File: src/rtl/frac_clk_pkg.sv
package frac_clk_pkg;
  localparam logic [1:0] MODE_FRAC = 2'b10;
endpackage

File: src/rtl/frac_cfg_decode.sv
module frac_cfg_decode #(
  parameter int MND_W = 8
) (
  input  logic [1:0]       mode_cfg,
  input  logic [MND_W-1:0] m_cfg,
  input  logic [MND_W-1:0] n_inv_cfg,
  input  logic [MND_W-1:0] d_inv_cfg,
  output logic [MND_W-1:0] n_val,
  output logic [MND_W-1:0] d_val,
  output logic             frac_on
);
  import frac_clk_pkg::*;

  // recover N from the complemented difference, D from its complement
  always_comb begin
    n_val   = (~n_inv_cfg) + m_cfg;
    d_val   = ~d_inv_cfg;
    frac_on = (mode_cfg == MODE_FRAC) && (n_val != '0) && (m_cfg != n_val);
  end
endmodule

File: src/rtl/frac_predivider.sv
module frac_predivider #(
  parameter int HID_W = 5
) (
  input  logic             clk,
  input  logic             rst_n,
  input  logic             load,
  input  logic [HID_W-1:0] div_cfg,
  output logic             pd_stb
);
  logic [HID_W-1:0] cnt_q;

  assign pd_stb = !load && (cnt_q >= div_cfg);

  always_ff @(posedge clk or negedge rst_n) begin
    if (!rst_n)      cnt_q <= '0;
    else if (load)   cnt_q <= '0;
    else if (pd_stb) cnt_q <= '0;
    else             cnt_q <= cnt_q + 1'b1;
  end


  load_clears_cnt_chk: assert property (@(posedge clk) disable iff (!rst_n)
    load |=> (cnt_q == '0));


  stb_spacing_chk: assert property (@(posedge clk) disable iff (!rst_n)
    (pd_stb && div_cfg != '0) |=> (!pd_stb || div_cfg == '0));
endmodule

File: src/rtl/frac_mn_accum.sv
module frac_mn_accum #(
  parameter int MND_W = 8
) (
  input  logic             clk,
  input  logic             rst_n,
  input  logic             load,
  input  logic             pd_stb,
  input  logic             frac_on,
  input  logic [MND_W-1:0] m_val,
  input  logic [MND_W-1:0] n_val,
  input  logic [MND_W-1:0] d_val,
  output logic             en_o,
  output logic             duty_o
);
  localparam int SUM_W = MND_W + 1;

  logic [MND_W-1:0] acc_q, acc_d;
  logic [SUM_W-1:0] sum;
  logic             wrap, en_d, duty_d;

  always_comb begin
    sum    = {1'b0, acc_q} + {1'b0, m_val};
    wrap   = sum >= {1'b0, n_val};
    acc_d  = acc_q;
    en_d   = 1'b0;
    duty_d = 1'b0;
    if (frac_on) begin
      if (pd_stb) begin
        en_d  = wrap;
        acc_d = wrap ? MND_W'(sum - {1'b0, n_val}) : sum[MND_W-1:0];
      end
      duty_d = acc_d < d_val;
    end else begin
      acc_d  = '0;
      en_d   = pd_stb;
      duty_d = pd_stb;
    end
  end

  always_ff @(posedge clk or negedge rst_n) begin
    if (!rst_n) begin
      acc_q  <= '0;
      en_o   <= 1'b0;
      duty_o <= 1'b0;
    end else if (load) begin
      acc_q  <= '0;
      en_o   <= 1'b0;
      duty_o <= 1'b0;
    end else begin
      acc_q  <= acc_d;
      en_o   <= en_d;
      duty_o <= duty_d;
    end
  end


  en_needs_stb_chk: assert property (@(posedge clk) disable iff (!rst_n)
    en_o |-> $past(pd_stb));


  bypass_acc_idle_chk: assert property (@(posedge clk) disable iff (!rst_n)
    $past(!frac_on) |-> (acc_q == '0));
endmodule

File: src/rtl/frac_clken_gen.sv
module frac_clken_gen #(
  parameter int HID_W = 5,
  parameter int MND_W = 8
) (
  input  logic             clk,
  input  logic             rst_n,
  input  logic             load,
  input  logic [HID_W-1:0] div_cfg,
  input  logic [1:0]       mode_cfg,
  input  logic [MND_W-1:0] m_cfg,
  input  logic [MND_W-1:0] n_inv_cfg,
  input  logic [MND_W-1:0] d_inv_cfg,
  output logic             en_o,
  output logic             duty_o
);
  logic             pd_stb;
  logic             frac_on;
  logic [MND_W-1:0] n_val, d_val;

  frac_cfg_decode #(.MND_W(MND_W)) u_dec (
    .mode_cfg (mode_cfg),
    .m_cfg    (m_cfg),
    .n_inv_cfg(n_inv_cfg),
    .d_inv_cfg(d_inv_cfg),
    .n_val    (n_val),
    .d_val    (d_val),
    .frac_on  (frac_on)
  );

  frac_predivider #(.HID_W(HID_W)) u_pd (
    .clk    (clk),
    .rst_n  (rst_n),
    .load   (load),
    .div_cfg(div_cfg),
    .pd_stb (pd_stb)
  );

  frac_mn_accum #(.MND_W(MND_W)) u_acc (
    .clk    (clk),
    .rst_n  (rst_n),
    .load   (load),
    .pd_stb (pd_stb),
    .frac_on(frac_on),
    .m_val  (m_cfg),
    .n_val  (n_val),
    .d_val  (d_val),
    .en_o   (en_o),
    .duty_o (duty_o)
  );


  load_quiets_out_chk: assert property (@(posedge clk) disable iff (!rst_n)
    load |=> (!en_o && !duty_o));


  bypass_duty_chk: assert property (@(posedge clk) disable iff (!rst_n)
    $past(!frac_on) |-> (duty_o == en_o));


  reset_quiet_chk: assert property (@(posedge clk)
    !rst_n |-> (!en_o && !duty_o));
endmodule

File: config.mk
export PLATFORM = sky130hd
export DESIGN_NAME = frac_clken_gen
export DESIGN_NICKNAME = d
export VERILOG_FILES = /design/src/rtl/frac_clk_pkg.sv /design/src/rtl/frac_cfg_decode.sv /design/src/rtl/frac_predivider.sv /design/src/rtl/frac_mn_accum.sv /design/src/rtl/frac_clken_gen.sv
export SDC_FILE = /design/constraint.sdc
export NUM_CORES = 1
export LEC_CHECK = 0
export CORE_ASPECT_RATIO = 1.4
export CORE_UTILIZATION = 55
export DETAILED_ROUTE_END_ITERATION = 7
export GPL_TIMING_DRIVEN = 0
export HOLD_SLACK_MARGIN = 0.03
export PLACE_DENSITY = 0.9
export SLEW_MARGIN = 20
export SYNTH_ARGS = -nofsm -noshare
export SYNTH_HDL_FRONTEND = slang
export SYNTH_HIERARCHICAL = 1
export SYNTH_SLANG_ARGS = --single-unit
File: constraint.sdc
create_clock -name clk -period 5.3 [get_ports clk]
set_input_delay 0.795 -clock clk [delete_from_list [all_inputs] [get_ports clk]]
set_output_delay 0.795 -clock clk [all_outputs]
set_load 0.01 [all_outputs]
# Word level (Yosys, flattened, before mapping)
# Cells that the tools add are included.
# word_totals
ff_bits,15
latch_bits,0
ram_bits,0
rom_bits,0
in_bits,34
output_inout_bits,2
n_memories,0
# op_classes
n_addsub,4
mul,0
div,0
magnitude_cmp,3
eq_ne,2
n_shift,0
muxes,12
n_bitwise,2
n_reduce_logical,5
# ops
cell,n
$mux 8,5
$not 8->8,2
$mux 5,2
$add 8x8->9,1
$ge 9x8->1,1
$add 8x8->8,1
$lt 8x8->1,1
$ne 8x8->1,1
$reduce_bool 8->1,1
$sub 8x8->8,1
$add 5x1->5 const B,1
$ge 5x5->1,1
$mux 1,5
$logic_and 1x1->1,3
$eq 2x2->1 const B,1
$logic_not 1->1,1

# Longest topological paths before layout
# Gate-level depths: netlist of the first run.
# depth
ltp_word,9
mapped_depth,24

# By module
# Netlist of the first run, hierarchy kept.
# modules_own_cells
module,n_inst,cells_each,area_each_um2
frac_mn_accum,1,185,1503.9
frac_cfg_decode,1,91,598.1
frac_predivider,1,35,330.3

# Worst setup path before layout of the first run
# No wires, ideal clock.
# synth_timing
path_type,input to register
startpoint,in m_cfg[0]
endpoint,reg u_acc.duty_o
setup_ns,0.064
t_arrival_ns,4.458
setup_slack_ns,0.778
cell_stages,21
n_path_buf,1
cell_sequence,ha_1 > fa_1 > a211oi_2 > nor2_1 > mux2i_1 > or2_2 > ha_1 > nand4_1 > a21oi_2 > o31ai_4 > and2_1 > buf_6 > o21ai_2 > mux2_4 > ha_1 > o21ai_0 > nand2b_1 > a21oi_1 > nor2_1 > o22ai_1 > a21o_1
# synth_between
elab_chain_cells,8
# synth_lines
item,line_no,rtl
from (decl),frac_clken_gen.sv:10,"input logic [MND_W-1:0] m_cfg,"
$add 8x8->9 / $add 8x8->8 (equally long branches),"frac_mn_accum.sv:22, frac_cfg_decode.sv:16",
$sub 8x8->8 / $ge 9x8->1 (equally long branches),"frac_mn_accum.sv:30, frac_mn_accum.sv:23",
$mux 8,frac_mn_accum.sv:30,"acc_d = wrap ? MND_W'(sum - {1'b0, n_val}) : sum[MND_W-1:0];"
$mux 8,frac_mn_accum.sv:28,if (pd_stb) begin
$mux 8,frac_mn_accum.sv:27,if (frac_on) begin
$lt 8x8->1,frac_mn_accum.sv:32,duty_d = acc_d < d_val;
$mux 1 (*),frac_mn_accum.sv:27,
$mux 1 (*),frac_mn_accum.sv:45,end else if (load) begin
to (signal assigned),frac_mn_accum.sv:52,duty_o <= duty_d;
to (decl),frac_mn_accum.sv:13,output logic duty_o
# Mark *: on every way between the ends. The rest lies on a longest branch, timed or not. The select of a mux whose other input is x is not followed.

# Final worst setup path of the first run
# layout_timing
startpoint,in m_cfg[5]
endpoint,reg u_acc.duty_o
# layout_between
elab_chain_cells,8
# layout_lines
item,line_no,rtl
$add 8x8->8 (*),frac_cfg_decode.sv:16,n_val = (~n_inv_cfg) + m_cfg;
named net n_val[7],frac_clken_gen.sv:18,"logic [MND_W-1:0] n_val, d_val;"
$sub 8x8->8 / $ge 9x8->1 (equally long branches),"frac_mn_accum.sv:30, frac_mn_accum.sv:23",
$mux 8,frac_mn_accum.sv:30,
$mux 8,frac_mn_accum.sv:28,
$mux 8,frac_mn_accum.sv:27,
$lt 8x8->1,frac_mn_accum.sv:32,
$mux 1 (*),frac_mn_accum.sv:27,
$mux 1 (*),frac_mn_accum.sv:45,
# The timed path passes the listed nets; every way through them passes the cells marked *. The select of a mux whose other input is x is not followed.

==> results by group, run 1 <==
Outcome
  – Status: complete, no violations

Global routing
  – Met2 global-route usage: roughly 54%
  – GRT Max-Usage Layer: met2
  – GR Overflow Total: 0
  – Met3 GRT Util: approximately 1.6%
  – Initial antenna violation count: 0
  – First-pass GRT wire length: just over 10000 um
  – Vias in the first global route: around 2400
  – GRT Util Overall: between 20 and 30%
  – GR Util met1: 28.37%
  – Pin count of the biggest net entering global routing: 16

Pwr
  – Int Power: approximately 0.33 mW
  – Pwr Density: between 150 and 200 nW/um^2
  – Pleak: about 1.5 nW
  – Comb pwr share: between 60% and 70%
  – Sw Share: about two fifths
  – Sequential fraction of design power: a little over a fifth
  – Worst VDD drop: roughly 170 uV
  – Clock power share: roughly 16%
  – Switching power: between 0.2 and 0.25 mW

Floorplan
  – Die Y-Extent: roughly 80 um
  – Die W: 58.21 um
  – Initial core utilization: a little under three fifths
  – Row Count: 28
  – Die area: approximately 4700 sq um
  – Core Box Area: between 4000 and 5000 sq um
  – I/O pin cnt: 36

Timing
  – RSZ-0062 raised after global routing: false
  – Max-slew headroom: ~56%
  – Period minus WS final: 5005 ps
  – Final hold viol count: 0
  – Max-slew violation count: 0
  – FMAX: approximately 0.20 GHz
  – Final setup skew: between 6 and 7 ps
  – Final setup fails: 0
  – Worst Max-Slew Pin Slew: between 600 and 700 ps
  – Crit share post-route: 94.43%

Critical path
  – CP max stage cell: clkdlybuf4s50_1
  – Crit-path max FO: 10
  – Startpoint type of the worst setup path: primary input
  – Crit-path cells: clkdlybuf4s50_1 > ha_1 > o21a_1 > o21ai_0 > a21oi_1 > nor3b_2 > xnor2_1 > inv_1 > ha_1 > nand4_1 > o21ai_2 > a41oi_2 > buf_4 > nand3_1 > o21ai_2 > mux2_4 > ha_1 > o21ai_0 > nand2b_1 > a21oi_1 > nor2_1 > o22ai_1 > a21o_1
  – Critical path arrival: just over 5000 ps
  – CP required: 5490 ps
  – Critical path type: in -> reg
  – CP dominant cell by count: ha_1
  – CP max stage delay: ~470 ps
  – Worst setup EP type: register

Synth
  – Fraction of registers with async set/reset: 100.0%
  – Cell taking the most area after synthesis: ha_1
  – Net Count, Synth: approximately 380
  – Area contributors post-synth: ha_1 (19%), dfrtp_1 (15%), inv_1 (7.4%), nor2_1 (5.2%), a21oi_1 (3.9%)
  – Area share of the largest cell type after synthesis: 18.52%
  – Register bit total from synthesis: 15
  – Synth warnings: 6
  – Commonest cells in the synthesized netlist: inv_1 (48), ha_1 (36), nor2_1 (34), a21oi_1 (19)
  – EDFF count, synth: 0
  – Count leader, synth: inv_1
  – Post-synthesis cell type count: 52
  – Netlist Area Pre-Place: 2432 sq um
  – Sequential fraction of the synthesis area: 15.43%
  – Cells after Synth: approximately 310
  – Syn Area/Cell: between 7 and 8 sq um
  – Main flop type after synthesis: dfrtp_1

Finish
  – Share of layout cells above drive strength 1: between 10% and 20%
  – Area grow syn2layout: 24.13%
  – Utilization after layout: 71.22%
  – Nets@finish: around 430
  – N_diodes: 0
  – Cell area after layout: between 3000 and 4000 sq um

Place
  – IO Port Bufs: 35
  – Placed Area: between 2000 and 3000 sq um
  – Gp weighted congestion: 0.9389
  – Post-DP HPWL: ~4800 um

Drt
  – TritonRoute pass-1 iters: 4
  – Drt wl/cell: between 10 and 15 um
  – ANT nets after route: 0
  – Routed vias/inst: 5.899
  – DR iter-0 viols: 130
  – Drt total wl: around 6000 um
  – # DRC: 0
  – Vias: 2442

Clocking
  – Clock slew at reported path FFs: around 60 ps
  – CTS tree: yes
  – Maximum clock path buffer count: 2
  – Clk_lat worst skew: 250 ps
  – H-tree depth: 1
  – Num CTS Buffers: 3
  – Root Driver: clkbuf_8
  – Hold-fix buffers, CTS: 0
  – Num Clock Sinks: 15

Job
  – Maxcap violations: 0

Hold path
  – Min-Delay Path Class: reg -> reg
[cell usage in the layout (no fill, tap or decap), types with 6 or more instances in the layout]
cell	netlist	layout
ha_1	36	33
clkdlybuf4s50_1	0	32
a21o_1	6	6
xor2_1	8	8
inv_1	48	48
a211oi_1	6	6
a21oi_1	19	17
nor2_1	34	34
nand2_1	15	15
nand4_1	7	7
o21ai_0	15	13
dfrtp_1	15	15
buf_4	0	6
xnor2_1	9	9
a21oi_2	8	8
[sequential cells by signal (all words and copies together), names as in the netlist]
| signal | cells |
|---|---|
| u_acc/duty_o | 1 |
| u_acc/acc_q | 8 |
| u_pd/cnt_q | 5 |
| u_acc/en_o | 1 |
[worst paths after layout]
path,end,depth (start not counted),from,slack [ps]
max,u_acc/duty_o,23,m_cfg[5],300
min,u_pd/cnt_q[0],1,u_pd/cnt_q[0],490
max reg2reg,u_acc/duty_o,21,u_acc/acc_q[0],870
min reg2reg,u_pd/cnt_q[0],1,u_pd/cnt_q[0],490
max in group asynchronous,u_pd/cnt_q[4],1,rst_n,3920
min in group asynchronous,u_acc/acc_q[5],1,rst_n,950
[power by group through the flow]
stage	sequential (mW)	combinational, mW	clock (mW)
2_1_floorplan	0.124	0.236	0
3_3_place_gp	0.124	0.309	0
3_5_place_dp	0.124	0.320	0
4_1_cts	0.122	0.326	0.0921
5_1_grt	0.122	0.387	0.0953
6_report	0.122	0.350	0.0912
[cell type report]
class                      count  area [sq um]
multi-input combinational    242          1917
sequential                    15         375.4
clock buffer                   4         45.04
tap                           60         75.07
fill                         360          1220
buffer                         5         31.28
inverter                      48         180.2
timing repair buffer          40         395.4
[worst max-delay path, delay by kind of cell]
kind | cells | cell delay (ps)
adders and majority gates | 3 | 1040
buffers and inverters | 3 | 740
xor gates and xnor gates | 1 | 180
AOI/OAI and AO/OA | 10 | 1440
and+or+nand+nor | 5 | 720
muxes | 1 | 260
[logic make-up (layout without fill, tap and decap cells)]
group                      Yosys count  count (layout)  synth area share, %
adders and majority gates           39              39                20.99
AOI/OAI and AO/OA                   91              91                27.73
muxes                                6               6                2.675
DFF                                 15              15                15.43
xor gates and xnor gates            18              18                6.791
buffers and inverters               54              97                8.745
and+or+nand+nor                     88              88                17.64
[metal layers]
| layer | vias to the layer above | wire length [um] |
|---|---|---|
| met3 | 33 | 190 |
| met2 | 79 | 3309 |
| met5 | - | 0 |
| li1 | 1186 | - |
| met1 | 1144 | 2251 |
| met4 | 0 | 360 |
[timing repair]
item,4_1_cts,5_1_grt
hold endpoints to repair,0,0
cloned,0,0
pin swaps,1,5
buffers inserted,1,4
gates resized for setup,1,21
setup endpoints to repair,1,1
[through the flow]
stage	instances	hold slack, ps	setup TNS, ps	power [mW]	worst slack [ps]
final	414	492.5	0	0.5632	295.3
after global routing	414	514.7	0	0.6044	16.89
after CTS	411	498.8	0	0.5401	56.94
after detailed placement	406	491.2	-272.0	0.4437	-272.0
after global placement	406	473.5	-179.5	0.4324	-179.5
after floorplan	311	450.0	0	0.3598	777.6
Note: power is estimated with default switching activity, not from simulation.
==> inputs of run 2 (changes only) <==
--- a/config.mk
+++ b/config.mk
@@ -6,11 +6,11 @@
 export NUM_CORES = 1
 export LEC_CHECK = 0
 export CORE_ASPECT_RATIO = 1.4
-export CORE_UTILIZATION = 55
+export CORE_UTILIZATION = 56
 export DETAILED_ROUTE_END_ITERATION = 7
 export GPL_TIMING_DRIVEN = 0
 export HOLD_SLACK_MARGIN = 0.03
-export PLACE_DENSITY = 0.9
+export PLACE_DENSITY = 0.91
 export SLEW_MARGIN = 20
 export SYNTH_ARGS = -nofsm -noshare
 export SYNTH_HDL_FRONTEND = slang
==> run 2 against run 1 <==
Against the previous run: the flow now finishes with violations (DRC); via count is 2.4% lower; core utilization is 0.091 points lower; flip-flop and latch count stayed put; routed wire length is 2.9% lower; hold slack better by 4.4 ps; power is 0.84% higher; critical endpoint unchanged.
==> results by group, run 2 (synthesis gave the netlist of run 1 again) <==
Timing
  – Final hold viol count: 0 (unchanged)
  – Max-slew violation count: 0 (unchanged)
  – RSZ-0062 raised after global routing: false
  – Worst Max-Slew Pin Slew: 675.2 ps (+17.04 ps)
  – Max-slew headroom: 54.85% (-1.1 points)
  – Final setup fails: 0 (unchanged)
  – Final setup skew: 3.851 ps (-2.797 ps)
  – Post-route setup TNS: 0 ps (unchanged)
  – Period minus WS final: 5052 ps (+47.63 ps)
  – FMAX: 0.1979 GHz (-0.94%)
  – Final setup margin: 247.7 ps (-47.63 ps)
  – Hold_ws: 497.0 ps (+4.409 ps)
  – Crit share post-route: 95.33% (+0.90 points)

Drt
  – ANT nets after route: 0 (unchanged)
  – TritonRoute pass-1 iters: 6 (+2)
  – Vias: 2384 (-2.4%)
  – Drt wl/cell: 14.91 um (+1.0%)
  – # DRC: 3 (+3)
  – DR iter-0 viols: 157 (+21%)
  – Drt total wl: 5936 um (-2.9%)
  – Routed vias/inst: 5.990 (+1.5%)

Global routing
  – Initial antenna violation count: 0 (unchanged)
  – GRT Util Overall: 27.50% (-0.041 points)
  – Pin count of the biggest net entering global routing: 16 (unchanged)
  – First-pass GRT wire length: 10060 um (-0.61%)
  – GR Overflow Total: 0 (unchanged)
  – Vias in the first global route: 2475 (+1.9%)

Finish
  – Highest-count cells in the layout ignoring fill and taps: inv_1 (48), clkdlybuf4s50_1 (34), nor2_1 (34)
  – Share of layout cells above drive strength 1: 13.31% (+0.60 points)
  – Max FFs per register: 8 (unchanged)
  – N_diodes: 0 (unchanged)
  – Area grow syn2layout: 22.94%
  – Utilization after layout: 71.13% (-0.091 points)
  – Commonest non-fill, non-tap cell in the layout: inv_1
  – Nets@finish: 427 (-0.23%)
  – Largest registers: u_acc/acc_q x8, u_pd/cnt_q x5
  – Top reg by flops: u_acc/acc_q

Pwr
  – Pleak: 1.439 nW (-1.6%)
  – Worst VDD drop: 171.5 uV (+1.6%)
  – Pwr Density: 189.9 nW/um^2 (+1.8%)

Outcome
  – Violated checks: DRC
  – Status: finished with violations

Critical path
  – CP required: 5490 ps (about the same)
  – CP Launch Point: m_cfg[4]
  – Startpoint type of the worst setup path: primary input
  – Worst setup EP type: register
  – Critical path type: in -> reg
  – Critical path arrival: 5240 ps (+50 ps)
  – Crit-path max FO: 9 (-1)
  – R2R Path Start: u_acc/acc_q[0]

Place
  – Gp weighted congestion: 0.9304 (-0.91%)
  – Setup WS pre-CTS: -383.3 ps (-111.3 ps)
  – Post-DP HPWL: 4798 um (+0.69%)
  – IO Port Bufs: 35 (unchanged)

Clocking
  – Maximum clock path buffer count: 2 (unchanged)
  – Hold-fix buffers, CTS: 0 (unchanged)
  – Clock slew at reported path FFs: 60 ps (about the same)
  – Clk_lat worst skew: 250 ps (about the same)
  – CTS tree: yes
  – Num Clock Sinks: 15 (unchanged)
  – H-tree depth: 1 (unchanged)
  – Num CTS Buffers: 3 (unchanged)
  – Root Driver: clkbuf_8

Hold path
  – Hold path start: u_pd/cnt_q[0]
  – Min-Delay Path Class: reg -> reg

Floorplan
  – Initial core utilization: 57.86% (+0.48 points)
  – Die area: 4615 sq um (-1.7%)
  – I/O pin cnt: 36 (unchanged)
  – Die Y-Extent: 79.98 um (-0.87%)
  – Core Box Area: 4204 sq um (-0.83%)
  – Row Count: 28 (unchanged)
  – Die W: 57.70 um (-0.87%)

Job
  – Maxcap violations: 0 (unchanged)
## run 2: cell count changes in the layout (fill, tap and decap cells not counted), sizes merged
cell,delta
clkdlybuf4s50,+2
dlymetal6s2s,-2
buf,-1
clkbuf,-1
clkinv,+1
## run 2: final cells by class
cell class                      instances  area [sq um]
Clock inverter                          1         5.005
Fill cell                             341          1214
Inverter                               48         180.2
Tap cell                               45         56.30
Buffer                                  5         31.28
Timing Repair Buffer                   39         380.4
Sequential cell                        15         375.4
Multi-Input combinational cell        242          1921
Clock buffer                            3         41.29
## run 2: per-stage QoR
stage                     cell area, sq um  cells  power [mW]
after floorplan                       2432    311      0.3598
after global placement                2839    391      0.4329
after detailed placement              2839    391      0.4428
after CTS                             2904    396      0.5426
after global routing                  2990    398      0.6103
final                                 2990    398      0.5680
## run 2: layer usage
layer  vias up  routed length, um  GRT usage [%]
li1       1181                  -              -
met4         0                218          14.76
met1      1123               2243          26.77
met5         -                  0              0
met2        61               3310          55.58
met3        19                164          1.621
## run 2: where the power goes
part           switching (mW)  total [mW]  internal [mW]
sequential            0.00332       0.122          0.119
combinational           0.196       0.354          0.158
clock                  0.0397      0.0918         0.0521
total                   0.239       0.568          0.329
## run 2: final timing paths
kind | to | slack, ps | cells past startpoint
max | u_acc/duty_o | 250 | 23
max in group asynchronous | u_acc/duty_o | 3910 | 1
max reg2reg | u_acc/duty_o | 960 | 21
min | u_pd/cnt_q[0] | 500 | 1
min reg2reg | u_pd/cnt_q[0] | 500 | 1
min in group asynchronous | u_acc/acc_q[3] | 960 | 1
## run 2: critical path: stages
cell             delay [ps]
clkdlybuf4s50_1         570
ha_2                    360
a21o_1                  200
a31oi_2                 210
a21oi_1                 120
nor3b_2                 270
xnor2_1                 180
inv_1                    70
ha_2                    390
nand4_1                 180
o21ai_2                 230
a41oi_2                  80
buf_4                   200
a32oi_2                 220
a21oi_4                  50
a21oi_1                 160
ha_1                    250
a21oi_1                 150
nor2b_1                  60
o21ai_1                 150
nand2_1                  90
nor2_1                  120
a21o_1                  120
## run 2: what timing repair did
action                                 4_1_cts  5_1_grt
setup endpoints to repair                    1        1
pin swaps                                    1        3
gates cloned                                 0        1
gates resized for setup                      2       20
buffers inserted                             1        2
endpoints found under the hold margin        0        0
